<file path="src/rtl/clkgate_pkg.sv">
package clkgate_pkg;
  localparam int unsigned NUM_OUT_DEF = 6;
  localparam int unsigned SYNC_STAGES = 2;

  // line 0 and 1 share enable 0, line n>0 uses enable n-1
  function automatic int unsigned en_of_out(input int unsigned out_idx);
    return (out_idx == 0) ? 0 : out_idx - 1;
  endfunction
endpackage

</file>
<file path="src/rtl/clkgate_sync.sv">
module clkgate_sync #(
  parameter int unsigned STAGES  = 2,
  parameter logic        RST_VAL = 1'b1
) (
  input  logic clk_i,
  input  logic rst_ni,
  input  logic d_i,
  output logic q_o
);
  logic [STAGES-1:0] pipe_q;

  always_ff @(negedge clk_i or negedge rst_ni) begin
    if (!rst_ni) pipe_q <= {STAGES{RST_VAL}};
    else         pipe_q <= {pipe_q[STAGES-2:0], d_i};
  end

  assign q_o = pipe_q[STAGES-1];
endmodule

</file>
<file path="src/rtl/clkgate_cell.sv">
module clkgate_cell (
  input  logic clk_i,
  input  logic rst_ni,
  input  logic run_i,
  output logic gate_o,
  output logic clk_o
);
  logic gate_q;

  // captured while clk is low, so AND cannot glitch
  always_ff @(negedge clk_i or negedge rst_ni) begin
    if (!rst_ni) gate_q <= 1'b0;
    else         gate_q <= run_i;
  end

  assign clk_o  = clk_i & gate_q;
  assign gate_o = gate_q;

  always_comb begin
    if (!rst_ni) AST_PARK_IN_RESET: assert (clk_o == 1'b0);
  end
endmodule

</file>
<file path="src/rtl/clkgate_bank.sv">
module clkgate_bank
  import clkgate_pkg::*;
#(
  parameter int unsigned NUM_OUT = NUM_OUT_DEF
) (
  input  logic               clk_i,
  input  logic               rst_ni,
  input  logic [NUM_OUT-2:0] line_en_i,
  input  logic               stop_ni,
  input  logic               drive_en_i,
  output logic [NUM_OUT-1:0] clk_o,
  output logic [NUM_OUT-1:0] clk_oe_o,
  output logic               fb_clk_o
);
  localparam int unsigned NUM_EN  = NUM_OUT - 1;
  localparam int unsigned LANES   = NUM_EN + 1;
  localparam int unsigned LAT     = SYNC_STAGES + 1;
  localparam int unsigned WARM_W  = $clog2(LAT + 1);

  logic [LANES-1:0]   lane_raw;
  logic [LANES-1:0]   lane_q;
  logic [NUM_OUT-1:0] run_d;
  logic [NUM_OUT-1:0] raw_run;
  logic [NUM_OUT-1:0] gate;

  assign lane_raw = {stop_ni, line_en_i};

  for (genvar l = 0; l < LANES; l++) begin : g_sync
    clkgate_sync #(.STAGES(SYNC_STAGES), .RST_VAL(1'b1)) i_sync (
      .clk_i  (clk_i),
      .rst_ni (rst_ni),
      .d_i    (lane_raw[l]),
      .q_o    (lane_q[l])
    );
  end

  for (genvar o = 0; o < NUM_OUT; o++) begin : g_line
    localparam int unsigned EN_IDX = en_of_out(o);
    assign run_d[o]   = lane_q[EN_IDX] & lane_q[NUM_EN];
    assign raw_run[o] = line_en_i[EN_IDX] & stop_ni;

    clkgate_cell i_cell (
      .clk_i  (clk_i),
      .rst_ni (rst_ni),
      .run_i  (run_d[o]),
      .gate_o (gate[o]),
      .clk_o  (clk_o[o])
    );
  end

  assign fb_clk_o = clk_i;
  assign clk_oe_o = {NUM_OUT{drive_en_i}};

  // falling edges since reset, saturating; only guards the latency checks
  logic [WARM_W-1:0] warm_q;
  always_ff @(negedge clk_i or negedge rst_ni) begin
    if (!rst_ni)                      warm_q <= '0;
    else if (warm_q != WARM_W'(LAT))  warm_q <= warm_q + 1'b1;
  end

  for (genvar o = 0; o < NUM_OUT; o++) begin : g_ast
    AST_RUN_LATENCY: assert property (@(negedge clk_i) disable iff (!rst_ni)
      (warm_q == WARM_W'(LAT)) |-> gate[o] == $past(raw_run[o], LAT));
  end

  AST_STOP_PARKS: assert property (@(negedge clk_i) disable iff (!rst_ni)
    (warm_q == WARM_W'(LAT) && !$past(stop_ni, LAT)) |-> gate == '0);

  AST_PAIR_TOGETHER: assert property (@(negedge clk_i) disable iff (!rst_ni)
    gate[0] == gate[1]);

  AST_FB_RUNS: assert property (@(negedge clk_i) fb_clk_o == 1'b1);

  always_comb begin
    if (!drive_en_i) AST_TRISTATE_ALL: assert (clk_oe_o == '0);
  end
endmodule

</file>
<file path="config.mk">
export PLATFORM = sky130hd
export DESIGN_NAME = clkgate_bank
export DESIGN_NICKNAME = d
export VERILOG_FILES = /design/src/rtl/clkgate_pkg.sv /design/src/rtl/clkgate_sync.sv /design/src/rtl/clkgate_cell.sv /design/src/rtl/clkgate_bank.sv
export SDC_FILE = /design/constraint.sdc
export NUM_CORES = 1
export LEC_CHECK = 0
export ABC_AREA = 0
export BUFFER_PORTS_ARGS = -buffer_cell sky130_fd_sc_hd__clkbuf_2
export CAP_MARGIN = 20
export CORE_MARGIN = 4
export CORE_UTILIZATION = 45
export DETAILED_ROUTE_END_ITERATION = 8
export HOLD_SLACK_MARGIN = 0.03
export PLACE_DENSITY = 0.77
export SETUP_SLACK_MARGIN = 0.05
export SLEW_MARGIN = 20
export SYNTH_ARGS = -nofsm -noshare
export SYNTH_HDL_FRONTEND = slang
export SYNTH_SLANG_ARGS = --single-unit
</file>
<file path="constraint.sdc">
create_clock -name clk_i -period 1 [get_ports clk_i]
set_clock_uncertainty 0.05 [all_clocks]
set_input_delay 0.1 -clock clk_i [delete_from_list [all_inputs] [get_ports clk_i]]
set_output_delay 0.1 -clock clk_i [all_outputs]
set_load 0.005 [all_outputs]
</file>
==> out/results.ini <==
[logic_synthesis]
syn-cell-area_um2 = 604.3
synthesis.area_per_instance_um2 = 14.74
synth_nets = 50
synth-seq-area-share = 0.7288
synth_seq_cells = 17
post_synth_num_cell_types = 5
synth.yosys.warnings = 0
synth_cells = 41

[timing]
rsz0062_at_grt = true
max_slew_margin = 0.7969
final_worst_path_setup_slack_ns = -0.6966
fin_hold_ws_ns = 0.1503
fin_setup_tns_ns = -4.052
tightest_slew_ns = 0.3046
setup_violations_final = 11
timing_hold_violations_final = 0
timing.final.max_slew_violations = 0

[place]
placed_cell_area_um2 = 601.8
placedCellCount = 57
io_buffer_count = 14
gp_congestion = 0.6332

[clock_network]
clkLatencyLatePin_ns = 0.47
post-cts-setup-buffers = 0
cts_tree = yes
cts.reportedPaths.clkPinSlew_ns = 0.07

[detailed_routing]
dr_vias_cell = 4.115
drt_drc_violations_left = 0
drt_pass1_iterations = 3
route.vias.total = 321
wl_per_cell_um = 10.87
totalWireLength_um = 848
route.antenna.remaining_nets = 0
drt-initial-drc-count = 4

[hold_path]
worst_hold_startpoint = drive_en_i
hold_path.class = primary input to output port
min_to = clk_oe_o[0]
whs_path_depth = 0

[run]
cap_violations = 0

[setup_path]
critPathLaunchType = flip-flop
timing.rr.start = g_sync[5].i_sync.pipe_q[1]$_DFF_NN1_
reg2regPathDepth = 1
crit_start = g_line[1].i_cell.gate_o$_DFF_NN0_
timing.critical_path.required_ns = 0.85
critical_path.endpoint_type = output port
reg2reg_slack_ns = 0.24
timing.setup.critical_path_class = flip-flop to output port
crit_path_max_fanout = 2
reg2reg_end = g_line[1].i_cell.gate_o$_DFF_NN0_
worst-endpoint-arrival_ns = 1.55

[global_route]
grt_overflow_total = 0
via_count_of_the_first_global_routing_pass = 346
antenna_found_initial = 0
grt_first_pass_wirelength_um = 1407
grt_util_all_layers = 0.1130
grt_start_max_net_pins = 15

[floorplan]
dieHeight_um = 44.65
die_x_um = 44.65
rows = 12
pin_count = 22
die-area_um2 = 1993
floorplan.core_area_um2 = 1186
floorplan.initialDensity = 0.5095

[layout]
syn2layout_area_growth_pct = 25.26
post-route-cell-area_um2 = 757.0
finish.net_count = 73
antenna_cells_inserted = 0
instances_no_fill = 78
drive_gt1_frac = 0.5625

[power_and_ir_drop]
power.leakage_uw = 0.0004054
worst_voltage_drop_across_the_vdd_grid_mv = 1.339
powerDensity_nw_per_um2 = 2733

[outcome]
violations = negative setup slack
run_status = complete, but fails checks

[stage by stage]
stage	setup slack [ns]	power, µW	utilization
after detailed placement	-0.2350	1037	0.5074
final	-0.6966	2068	0.6382
after global routing	-0.7409	2247	0.6382
after CTS	-0.7044	2054	0.6266
after floorplan	-0.2304	1080	-
after global placement	-0.2300	1031	0.5074
[cells by family after synthesis]
| kind of cell | count (synthesis) | synth area share |
|---|---|---|
| buffers and inverters | 14 | 0.1677 |
| and+or+nand+nor | 10 | 0.1035 |
| DFF | 17 | 0.7288 |
[final cells by class]
cell class,count,area [µm²]
fillers,97,429.2
clock buffers,16,136.4
well taps,14,17.52
repair buffers,9,52.55
clock inverters,12,45.04
multi-input cells,10,65.06
flip-flops and latches,17,440.4
[cell usage after synthesis]
cell,count,share of area
dfstp_2,12,0.52
inv_1,1,0.0062
dfrtn_1,5,0.21
and2_1,10,0.10
buf_4,13,0.16
[registers in the layout (all words and copies together), names as in the netlist]
register              count
g_line.i_cell.gate_o      5
g_sync.i_sync.pipe_q     12
[metal layers]
| layer | track usage | routed length, µm | part of all wire |
|---|---|---|---|
| met1 | 0.1000 | 247 | 0.29 |
| met3 | 0.04065 | 121 | 0.14 |
| met2 | 0.1576 | 432 | 0.51 |
| met5 | 0 | 0 | 0 |
| met4 | 0.1807 | 46 | 0.054 |
[placed cells by master (no fill, tap or decap), types with 2 or more instances in the layout]
cell,count
clkbuf_4,6
dfrtn_1,5
clkbuf_2,11
buf_6,2
dfstp_2,12
inv_1,12
and2_1,9
[report_power, final]
part / total, µW / switching, µW / internal (µW)
registers: 755 / 9.68 / 746
clock network: 1270 / 520 / 755
logic: 38.4 / 18.9 / 19.5
total: 2070 / 548 / 1520
[worst max-delay path, stage by stage (launching register included)]
cell	delay, ns
dfrtn_1	0.39
and2_4	0.15
buf_6	0.09
[worst max path at each step]
stage                     to  slack, ns  cells past startpoint
global placement    clk_o[0]      -0.23                      2
floorplan           clk_o[0]      -0.23                      2
finish              clk_o[1]      -0.70                      2
global route        clk_o[4]      -0.74                      2
CTS                 clk_o[4]      -0.70                      2
detailed placement  clk_o[4]      -0.24                      2
[repair_timing]
item                                   CTS  global route
endpoints found under the hold margin    1             0
pin swaps                                0             1
hold buffers                             1             0
resized for setup                        2             4
setup endpoints to repair               12            12
(Power assumes the default switching activity.)
